[src/rtl/mpwm_pkg.sv]
package mpwm_pkg;

    localparam int CNT_W_DEF = 16;
    localparam int N_OUT_DEF = 4;
    localparam int PRE_W_DEF = 4;

    typedef enum logic [1:0] {
        SRC_DIV2  = 2'b00,
        SRC_DIV16 = 2'b01,
        SRC_EXT   = 2'b10,
        SRC_STOP  = 2'b11
    } tick_src_e;

    typedef struct packed {
        logic run;
        logic wrap;
        logic load;
    } cnt_ctl_t;

    function automatic logic wave_next(logic cur, logic hit_set, logic hit_clr);
        if (hit_clr)      return 1'b0;
        else if (hit_set) return 1'b1;
        else              return cur;
    endfunction

endpackage

[src/rtl/mpwm_tick_gen.sv]
module mpwm_tick_gen
    import mpwm_pkg::*;
#(
    parameter int PRE_W = PRE_W_DEF
) (
    input  logic      clk,
    input  logic      rst,
    input  logic      run,
    input  tick_src_e sel,
    input  logic      ext_tick,
    output logic      tick
);

    logic [PRE_W-1:0] pre_q;
    logic             raw_tick;

    always_ff @(posedge clk) begin
        if (rst || !run) pre_q <= '0;
        else             pre_q <= pre_q + 1'b1;
    end

    always_comb begin
        unique case (sel)
            SRC_DIV2:  raw_tick = pre_q[0];
            SRC_DIV16: raw_tick = &pre_q;
            SRC_EXT:   raw_tick = ext_tick;
            default:   raw_tick = 1'b0;
        endcase
        tick = run & raw_tick;
    end

endmodule

[src/rtl/mpwm_counter.sv]
module mpwm_counter
    import mpwm_pkg::*;
#(
    parameter int CNT_W = CNT_W_DEF
) (
    input  logic             clk,
    input  logic             rst,
    input  logic             en,
    input  logic             tick,
    input  logic [CNT_W-1:0] limit_i,
    output logic [CNT_W-1:0] cnt,
    output logic [CNT_W-1:0] lim_w,
    output cnt_ctl_t         ctl
);

    logic run_q;

    always_comb begin
        ctl.run  = en & run_q;
        ctl.wrap = ctl.run & tick & (cnt == lim_w);
        ctl.load = (en & ~run_q) | ctl.wrap;
    end

    always_ff @(posedge clk) begin
        if (rst) begin
            run_q <= 1'b0;
            cnt   <= '0;
            lim_w <= '0;
        end else begin
            run_q <= en;
            if (ctl.load) lim_w <= limit_i;
            if (!en)           cnt <= '0;
            else if (ctl.wrap) cnt <= '0;
            else if (ctl.run && tick) cnt <= cnt + 1'b1;
        end
    end

endmodule

[src/rtl/mpwm_chan.sv]
module mpwm_chan
    import mpwm_pkg::*;
#(
    parameter int CNT_W = CNT_W_DEF
) (
    input  logic             clk,
    input  logic             rst,
    input  logic             run,
    input  logic             load,
    input  logic [CNT_W-1:0] cnt,
    input  logic [CNT_W-1:0] set_i,
    input  logic [CNT_W-1:0] clr_i,
    output logic [CNT_W-1:0] set_w,
    output logic [CNT_W-1:0] clr_w,
    output logic             wave
);

    always_ff @(posedge clk) begin
        if (rst) begin
            set_w <= '0;
            clr_w <= '0;
        end else if (load) begin
            set_w <= set_i;
            clr_w <= clr_i;
        end
    end

    always_ff @(posedge clk) begin
        if (rst || !run) wave <= 1'b0;
        else             wave <= wave_next(wave, cnt == set_w, cnt == clr_w);
    end

endmodule

[src/rtl/mpwm_timer.sv]
module mpwm_timer
    import mpwm_pkg::*;
#(
    parameter int CNT_W = CNT_W_DEF,
    parameter int N_OUT = N_OUT_DEF,
    parameter int PRE_W = PRE_W_DEF
) (
    input  logic               clk,
    input  logic               rst,
    input  logic               en,
    input  logic [1:0]         tick_sel,
    input  logic               ext_tick,
    input  logic [CNT_W-1:0]   limit_i,
    input  logic [N_OUT*CNT_W-1:0] set_i,
    input  logic [N_OUT*CNT_W-1:0] clr_i,
    input  logic               irq_en,
    input  logic               irq_clr,
    output logic [CNT_W-1:0]   count_o,
    output logic [N_OUT-1:0]   pwm_o,
    output logic               irq_flag_o,
    output logic               irq_o
);

    localparam int VEC_W = N_OUT * CNT_W;

    cnt_ctl_t         ctl;
    logic             tick;
    logic [CNT_W-1:0] cnt;
    logic [CNT_W-1:0] lim_w;
    logic [VEC_W-1:0] set_w_flat;
    logic [VEC_W-1:0] clr_w_flat;
    logic             flag_q;

    mpwm_tick_gen #(.PRE_W(PRE_W)) u_tick (
        .clk      (clk),
        .rst      (rst),
        .run      (ctl.run),
        .sel      (tick_src_e'(tick_sel)),
        .ext_tick (ext_tick),
        .tick     (tick)
    );

    mpwm_counter #(.CNT_W(CNT_W)) u_cnt (
        .clk     (clk),
        .rst     (rst),
        .en      (en),
        .tick    (tick),
        .limit_i (limit_i),
        .cnt     (cnt),
        .lim_w   (lim_w),
        .ctl     (ctl)
    );

    for (genvar g = 0; g < N_OUT; g++) begin : g_chan
        mpwm_chan #(.CNT_W(CNT_W)) u_chan (
            .clk   (clk),
            .rst   (rst),
            .run   (ctl.run),
            .load  (ctl.load),
            .cnt   (cnt),
            .set_i (set_i[g*CNT_W +: CNT_W]),
            .clr_i (clr_i[g*CNT_W +: CNT_W]),
            .set_w (set_w_flat[g*CNT_W +: CNT_W]),
            .clr_w (clr_w_flat[g*CNT_W +: CNT_W]),
            .wave  (pwm_o[g])
        );
    end

    always_ff @(posedge clk) begin
        if (rst)           flag_q <= 1'b0;
        else if (ctl.wrap) flag_q <= 1'b1;
        else if (irq_clr)  flag_q <= 1'b0;
    end

    assign count_o    = cnt;
    assign irq_flag_o = flag_q;
    assign irq_o      = flag_q & irq_en;

endmodule

[config.mk]
export PLATFORM = sky130hd
export DESIGN_NAME = mpwm_timer
export DESIGN_NICKNAME = d
export VERILOG_FILES = /design/src/rtl/mpwm_pkg.sv /design/src/rtl/mpwm_tick_gen.sv /design/src/rtl/mpwm_counter.sv /design/src/rtl/mpwm_chan.sv /design/src/rtl/mpwm_timer.sv
export SDC_FILE = /design/constraint.sdc
export NUM_CORES = 1
export LEC_CHECK = 0
export ABC_AREA = 1
export BUFFER_PORTS_ARGS = -buffer_cell sky130_fd_sc_hd__buf_2
export CORE_MARGIN = 2
export CORE_UTILIZATION = 40
export CTS_CLUSTER_DIAMETER = 200
export DETAILED_ROUTE_END_ITERATION = 16
export HOLD_SLACK_MARGIN = 0.02
export PLACE_DENSITY_LB_ADDON = 0.3
export SLEW_MARGIN = 5
export SYNTH_ARGS = -nofsm -noshare
export SYNTH_HDL_FRONTEND = slang
export SYNTH_SLANG_ARGS = --single-unit
[constraint.sdc]
create_clock -name clk -period 3.1 [get_ports clk]
set_input_delay 0.31 -clock clk [delete_from_list [all_inputs] [get_ports clk]]
set_output_delay 0.31 -clock clk [all_outputs]
set_load 0.01 [all_outputs]
== Word-level counts from Yosys, hierarchy flattened ==
Cells that the tools add are included.
Widths: inputs -> output; s select.
Operators by class
  muxes and demuxes: 3
  $add $sub $neg: 2
  equality and inequality tests: 11
  bitwise gates (word level): 9
  reductions and logical operators: 11
Operators by type and width (number)
  $eq 16x16->1: 9
  $add 16x1->16 const B: 1
  $reduce_or 2->1: 4
  $and 1x1->1: 6
  $add 4x1->4 const B: 1
  $reduce_and 4->1: 1
  $pmux 1 s3: 1
  $reduce_or 3->1: 1
  $eq 2x1->1 const B: 1
  $eq 2x2->1 const B: 1
  $logic_not 2->1: 1
  $mux 1: 2
  $not 1->1: 2
  $reduce_bool 2->1: 1
  $logic_and 1x1->1: 1
  $logic_not 1->1: 1
  $logic_or 1x1->1: 1
  $or 1x1->1: 1
Storage, ports and cells
  input bits: 152
  logic and storage cells: 53
  bits in registers: 170
  output and inout bits: 22

== Logic depth before layout (Yosys ltp) ==
  depth in word-level cells: 6
  mapped depth: 13
  gate-level depth less buffers: 11

== Hierarchy ==
Synthesis repeated with hierarchy kept, for this count alone.
Unflattened totals
  cells, all modules: 1371
  area total of the unflattened synthesis: 8859.7 µm²
By module, submodules not included
  mpwm_chan: cells an instance 264, area each 1689.1 µm², sequential area each 660.6 µm², times used 4
  mpwm_counter: cells an instance 276, area each 1849.3 µm², sequential area each 660.6 µm², times used 1
  mpwm_tick_gen: cells an instance 32, area each 206.4 µm², sequential area each 80.1 µm², times used 1
  mpwm_timer: cells an instance 7, area each 47.5 µm², sequential area each 20.0 µm², times used 1

== Least setup slack after synthesis ==
No wires, ideal clock.
  path type: reg2reg
  from: reg u_tick.pre_q[0]
  to: reg g_chan[0].u_chan.clr_w[0]
  setup time: 0.113 ns
  required time: 2.987 ns
  path slack: 1.384 ns
  path buffers: 2
  period minus slack after synthesis: 1.716 ns
  arrival: 1.604 ns
  cell stages (with the launch flop): 13
  path through: dfxtp_1 > ha_1 > nand2_1 > nor2_1 > nor2_1 > nor2_2 > nand3_1 > nor2_2 > nor2_4 > buf_4 > buf_2 > nor2_1 > nor2_1
On the way
  cells in the longest elaborated chain, start to end: 6
RTL lines
  start, declared: RTL line mpwm_tick_gen.sv:14  | logic [PRE_W-1:0] pre_q;
  start signal, assigned: RTL line mpwm_tick_gen.sv:19  | else pre_q <= pre_q + 1'b1;
  $reduce_and 4->1: RTL line mpwm_tick_gen.sv:25  | SRC_DIV16: raw_tick = &pre_q;
  $pmux 1 s3 *: RTL line mpwm_tick_gen.sv:23  | unique case (sel)
  $and 1x1->1 *: RTL line mpwm_tick_gen.sv:29  | tick = run & raw_tick;
  $and 1x1->1 * (2 in series): RTL line mpwm_counter.sv:20  | ctl.wrap = ctl.run & tick & (cnt == lim_w);
  $or 1x1->1 *: RTL line mpwm_counter.sv:21  | ctl.load = (en & ~run_q) | ctl.wrap;
  end signal, assigned: RTL line mpwm_chan.sv:24  | clr_w <= clr_i;
  end, declared: RTL line mpwm_chan.sv:14  | output logic [CNT_W-1:0] clr_w,
Mark *: on every way between the ends. The rest lies on a longest branch, timed or not.
A chain may end at the register's enable or synchronous reset.

== Worst setup path after layout ==
  from: reg u_tick.pre_q[0]
  to: reg g_chan[3].u_chan.clr_w[14]
On the way
  cells in the longest elaborated chain, start to end: 6
RTL lines (RTL line)
  $reduce_and 4->1: mpwm_tick_gen.sv:25
  $pmux 1 s3 *: mpwm_tick_gen.sv:23
  $and 1x1->1 *: mpwm_tick_gen.sv:29
  $and 1x1->1 * (2 in series): mpwm_counter.sv:20
  $or 1x1->1 *: mpwm_counter.sv:21
  end signal, assigned: mpwm_chan.sv:24
  end, declared: mpwm_chan.sv:14
Marked as above.

==> out/qor.yml <==
die:
  die_area_mm2: 0.0245
  top_level_ports: 174
  core_area_mm2: 0.0228
  initial_utilization: 0.409
  placement_rows: 55
  die_h_um: 157
  die_w_um: 157
clock_network:
  clk_latency_ns: 0.44
  clock_slew_at_reported_path_ffs_ns: 0.07
  cts.repair.resized: 0
  tritoncts_num_sinks: 170
  clock_tree_from_tritoncts: "built"
  total_of_hold_buffers_inserted_after_clock_tree_synthesis: 0
  cts_root_buf: "sky130_fd_sc_hd__clkbuf_16"
  maximum_clock_insertion_buffer_count: 2
  ctsHtreeMaxLevel: 4
  setup_repair_bufs_after_cts: 0
  tritoncts.num_buffers: 17
layout:
  design_area_mm2: 0.0110
  num_antenna_cells: 0
  utilization: 0.485
  layout.nets: 1805
  area_growth_pct: 18.6
  fraction_of_layout_cells_with_a_size_suffix_above_1: 0.150
  final_cell_count_no_fill: 1977
setup_path:
  cp.required_ns: 3.42
  critical_path_peak_fanout: 113
  r2r_start: "u_tick.pre_q[0]$_SDFF_PP0_"
  reg2reg_setup_slack_ns: 0.49
  timing.reg2reg.worst_path_depth: 11
  cp-start-kind: "flip-flop"
  critical_path.reg2reg.endpoint: "g_chan[3].u_chan.clr_w[14]$_SDFFE_PP0P_"
  critical_path_class: "reg2reg"
  end_kind: "flip-flop"
  critical_path_arrival_ns: 2.93
drt:
  dr.first_iter.drc_count: 748
  wl_per_cell_um: 15.0
  totalWireLength_mm: 29.7
  detail_route.first_pass.iterations: 6
  drt.antenna.violating_nets: 0
  drcViolationCount: 0
  via_count: 9434
  routed_via_density: 4.77
yosys:
  synth.top_cells.by_area: "sky130_fd_sc_hd__dfxtp_1 (37%), sky130_fd_sc_hd__nor2_1 (16%), sky130_fd_sc_hd__nand2_1 (14%)"
  synth.most_common_cell: "sky130_fd_sc_hd__nor2_1"
  synth_sequential_area_ratio: 0.366
  postSynthRegisterBits: 170
  synth_top_area_share: 0.366
  synthArstFlopShare: 0
  synth_edf_count: 0
  synthesis.instances: 1518
  netlist_top_cells_count: "sky130_fd_sc_hd__nor2_1 (400), sky130_fd_sc_hd__nand2_1 (356), sky130_fd_sc_hd__dfxtp_1 (170), sky130_fd_sc_hd__inv_1 (167), sky130_fd_sc_hd__nand3_1 (159)"
  synthFlopType: "sky130_fd_sc_hd__dfxtp_1"
  yosysWarnings: 0
  syn_nets: 1672
  synthDominantAreaCellType: "sky130_fd_sc_hd__dfxtp_1"
  netlist_area_mm2: 0.00931
  yosysUniqueCellTypes: 23
  synth_area_per_cell_um2: 6.13
pwr:
  power.leakage_nw: 5.74
  power.density_mw_per_mm2: 513
  max-vdd-ir-drop_uv: 273
placed_design:
  buffers_on_ports: 173
  dpl.hpwl_mm: 19.8
  cell_area_after_placement_mm2: 0.0104
  placedCellCount: 1945
  gp_congestion: 0.864
  place_ws_ns: 0.572
grt:
  global_route.overflow_total: 0
  grt_pass1_wl_mm: 46.0
  grt_max_degree: 145
  initial_antenna_violation_count: 0
  globalRouteTotalUtil: 0.244
  number_of_global_route_vias_before_repair: 8526
worst_hold_path:
  timing.hold.worst_endpoint: "g_chan[1].u_chan.clr_w[12]$_SDFFE_PP0P_"
  hold_path_depth: 3
  min-delay-start: "clr_i[28]"
  worstHoldPathType: "in2reg"
timing:
  report.final.hold_viol_count: 0
  max_freq_mhz: 383
  fin_ws_ns: 0.491
  timing.final.crit_period_ns: 2.61
  timing.final.setup_violations: 0
  period_share: 0.842
  slew_viol_final: 0
  finalSetupTns_ns: 0
  grt_setup_unrepaired: "no"
  worst_slew_pin_slew_ns: 0.994
  relSlewSlack: 0.337
  clock_skew_ns: 0.0103
run_status:
  run_status: "finished clean"
flow_run:
  timing.max_cap.violations: 0
cell usage in the layout, fill, tap and decap left out:
cell,instances
sky130_fd_sc_hd__buf_12,3
sky130_fd_sc_hd__nand4_1,22
sky130_fd_sc_hd__nor2_4,1
sky130_fd_sc_hd__clkinv_2,2
sky130_fd_sc_hd__o21ai_0,4
sky130_fd_sc_hd__nor2b_1,1
sky130_fd_sc_hd__nor2_2,2
sky130_fd_sc_hd__a31oi_1,1
sky130_fd_sc_hd__a21oi_1,18
sky130_fd_sc_hd__inv_6,1
sky130_fd_sc_hd__ha_1,2
sky130_fd_sc_hd__inv_1,167
sky130_fd_sc_hd__buf_4,22
sky130_fd_sc_hd__nand3_4,1
sky130_fd_sc_hd__nand3_1,159
sky130_fd_sc_hd__clkinv_4,2
sky130_fd_sc_hd__clkinvlp_4,4
sky130_fd_sc_hd__xor2_1,38
sky130_fd_sc_hd__inv_4,2
sky130_fd_sc_hd__inv_2,13
sky130_fd_sc_hd__nor2_1,400
sky130_fd_sc_hd__nor3_1,45
sky130_fd_sc_hd__bufinv_16,6
sky130_fd_sc_hd__buf_2,173
sky130_fd_sc_hd__dfxtp_1,170
sky130_fd_sc_hd__clkbuf_16,17
sky130_fd_sc_hd__nand2_1,356
sky130_fd_sc_hd__xnor2_1,32
sequential cells by signal, summed over array words and instances, names as in the netlist:
register             cells
u_cnt.lim_w             16
g_chan.u_chan.clr_w     64
g_chan.u_chan.wave       4
u_cnt.run_q              1
irq_flag_o               1
u_tick.pre_q             4
u_cnt.cnt               16
g_chan.u_chan.set_w     64
layout make-up:
| cell class | instances | area (um2) |
|---|---|---|
| multi-input combinational | 1082 | 4800 |
| timing repair buffer | 198 | 1090 |
| fill | 2356 | 11700 |
| clock buffer | 17 | 425 |
| clock inverter | 15 | 246 |
| tap | 313 | 392 |
| inverter | 182 | 688 |
| sequential | 170 | 3400 |
kinds of logic after synthesis:
family	synth area share
XOR/XNOR	0.0659
AO/OA/AOI/OAI	0.0125
adder cells (fa/ha/maj)	0.00269
buffers and inverters	0.120
flip-flops	0.366
AND/OR/NAND/NOR	0.434
how the worst max path moves through the flow:
| stage | startpoint | endpoint |
|---|---|---|
| floorplan | u_tick.pre_q[0]$_SDFF_PP0_ | g_chan[0].u_chan.clr_w[0]$_SDFFE_PP0P_ |
| global placement | u_tick.pre_q[0]$_SDFF_PP0_ | g_chan[0].u_chan.set_w[0]$_SDFFE_PP0P_ |
| detailed placement | u_tick.pre_q[0]$_SDFF_PP0_ | g_chan[0].u_chan.set_w[0]$_SDFFE_PP0P_ |
| CTS | u_tick.pre_q[0]$_SDFF_PP0_ | g_chan[0].u_chan.set_w[0]$_SDFFE_PP0P_ |
| global route | u_tick.pre_q[0]$_SDFF_PP0_ | g_chan[3].u_chan.clr_w[14]$_SDFFE_PP0P_ |
| finish | u_tick.pre_q[0]$_SDFF_PP0_ | g_chan[3].u_chan.clr_w[14]$_SDFFE_PP0P_ |
layer usage:
layer | GRT usage | vias to the layer above | part of all wire | wire [um]
met2 | 0.390 | 361 | 0.45 | 13400
met4 | 0.0909 | 0 | 0.029 | 854
met1 | 0.332 | 4150 | 0.45 | 13200
met5 | 0 | - | 0 | 0
li1 | - | 4864 | - | -
met3 | 0.0371 | 59 | 0.074 | 2200
critical path: stages, from the launching register on:
cell and delay (ns):
sky130_fd_sc_hd__dfxtp_1 0.40, sky130_fd_sc_hd__ha_1 0.21, sky130_fd_sc_hd__nand2_1 0.07, sky130_fd_sc_hd__nor2_1 0.10, sky130_fd_sc_hd__nor2_1 0.06, sky130_fd_sc_hd__nor2_2 0.51
sky130_fd_sc_hd__nand3_1 0.17, sky130_fd_sc_hd__nor2_2 0.24, sky130_fd_sc_hd__nor2_4 0.06, sky130_fd_sc_hd__buf_12 0.20, sky130_fd_sc_hd__nor2_1 0.26, sky130_fd_sc_hd__nor2_1 0.07
stage by stage:
| step | power, mW | hold slack, ns |
|---|---|---|
| CTS | 5.70 | 0.0784 |
| floorplan | 3.02 | 0.382 |
| detailed placement | 3.26 | 0.468 |
| global route | 5.93 | 0.0887 |
| global placement | 3.25 | 0.456 |
| finish | 5.67 | 0.0923 |
report_power, final:
| part | internal, mW | switching (mW) |
|---|---|---|
| Combinational | 0.339 | 0.460 |
| Sequential | 2.33 | 0.0902 |
| Clock | 1.51 | 0.937 |
| Total | 4.18 | 1.49 |
(Power assumes the default switching activity.)
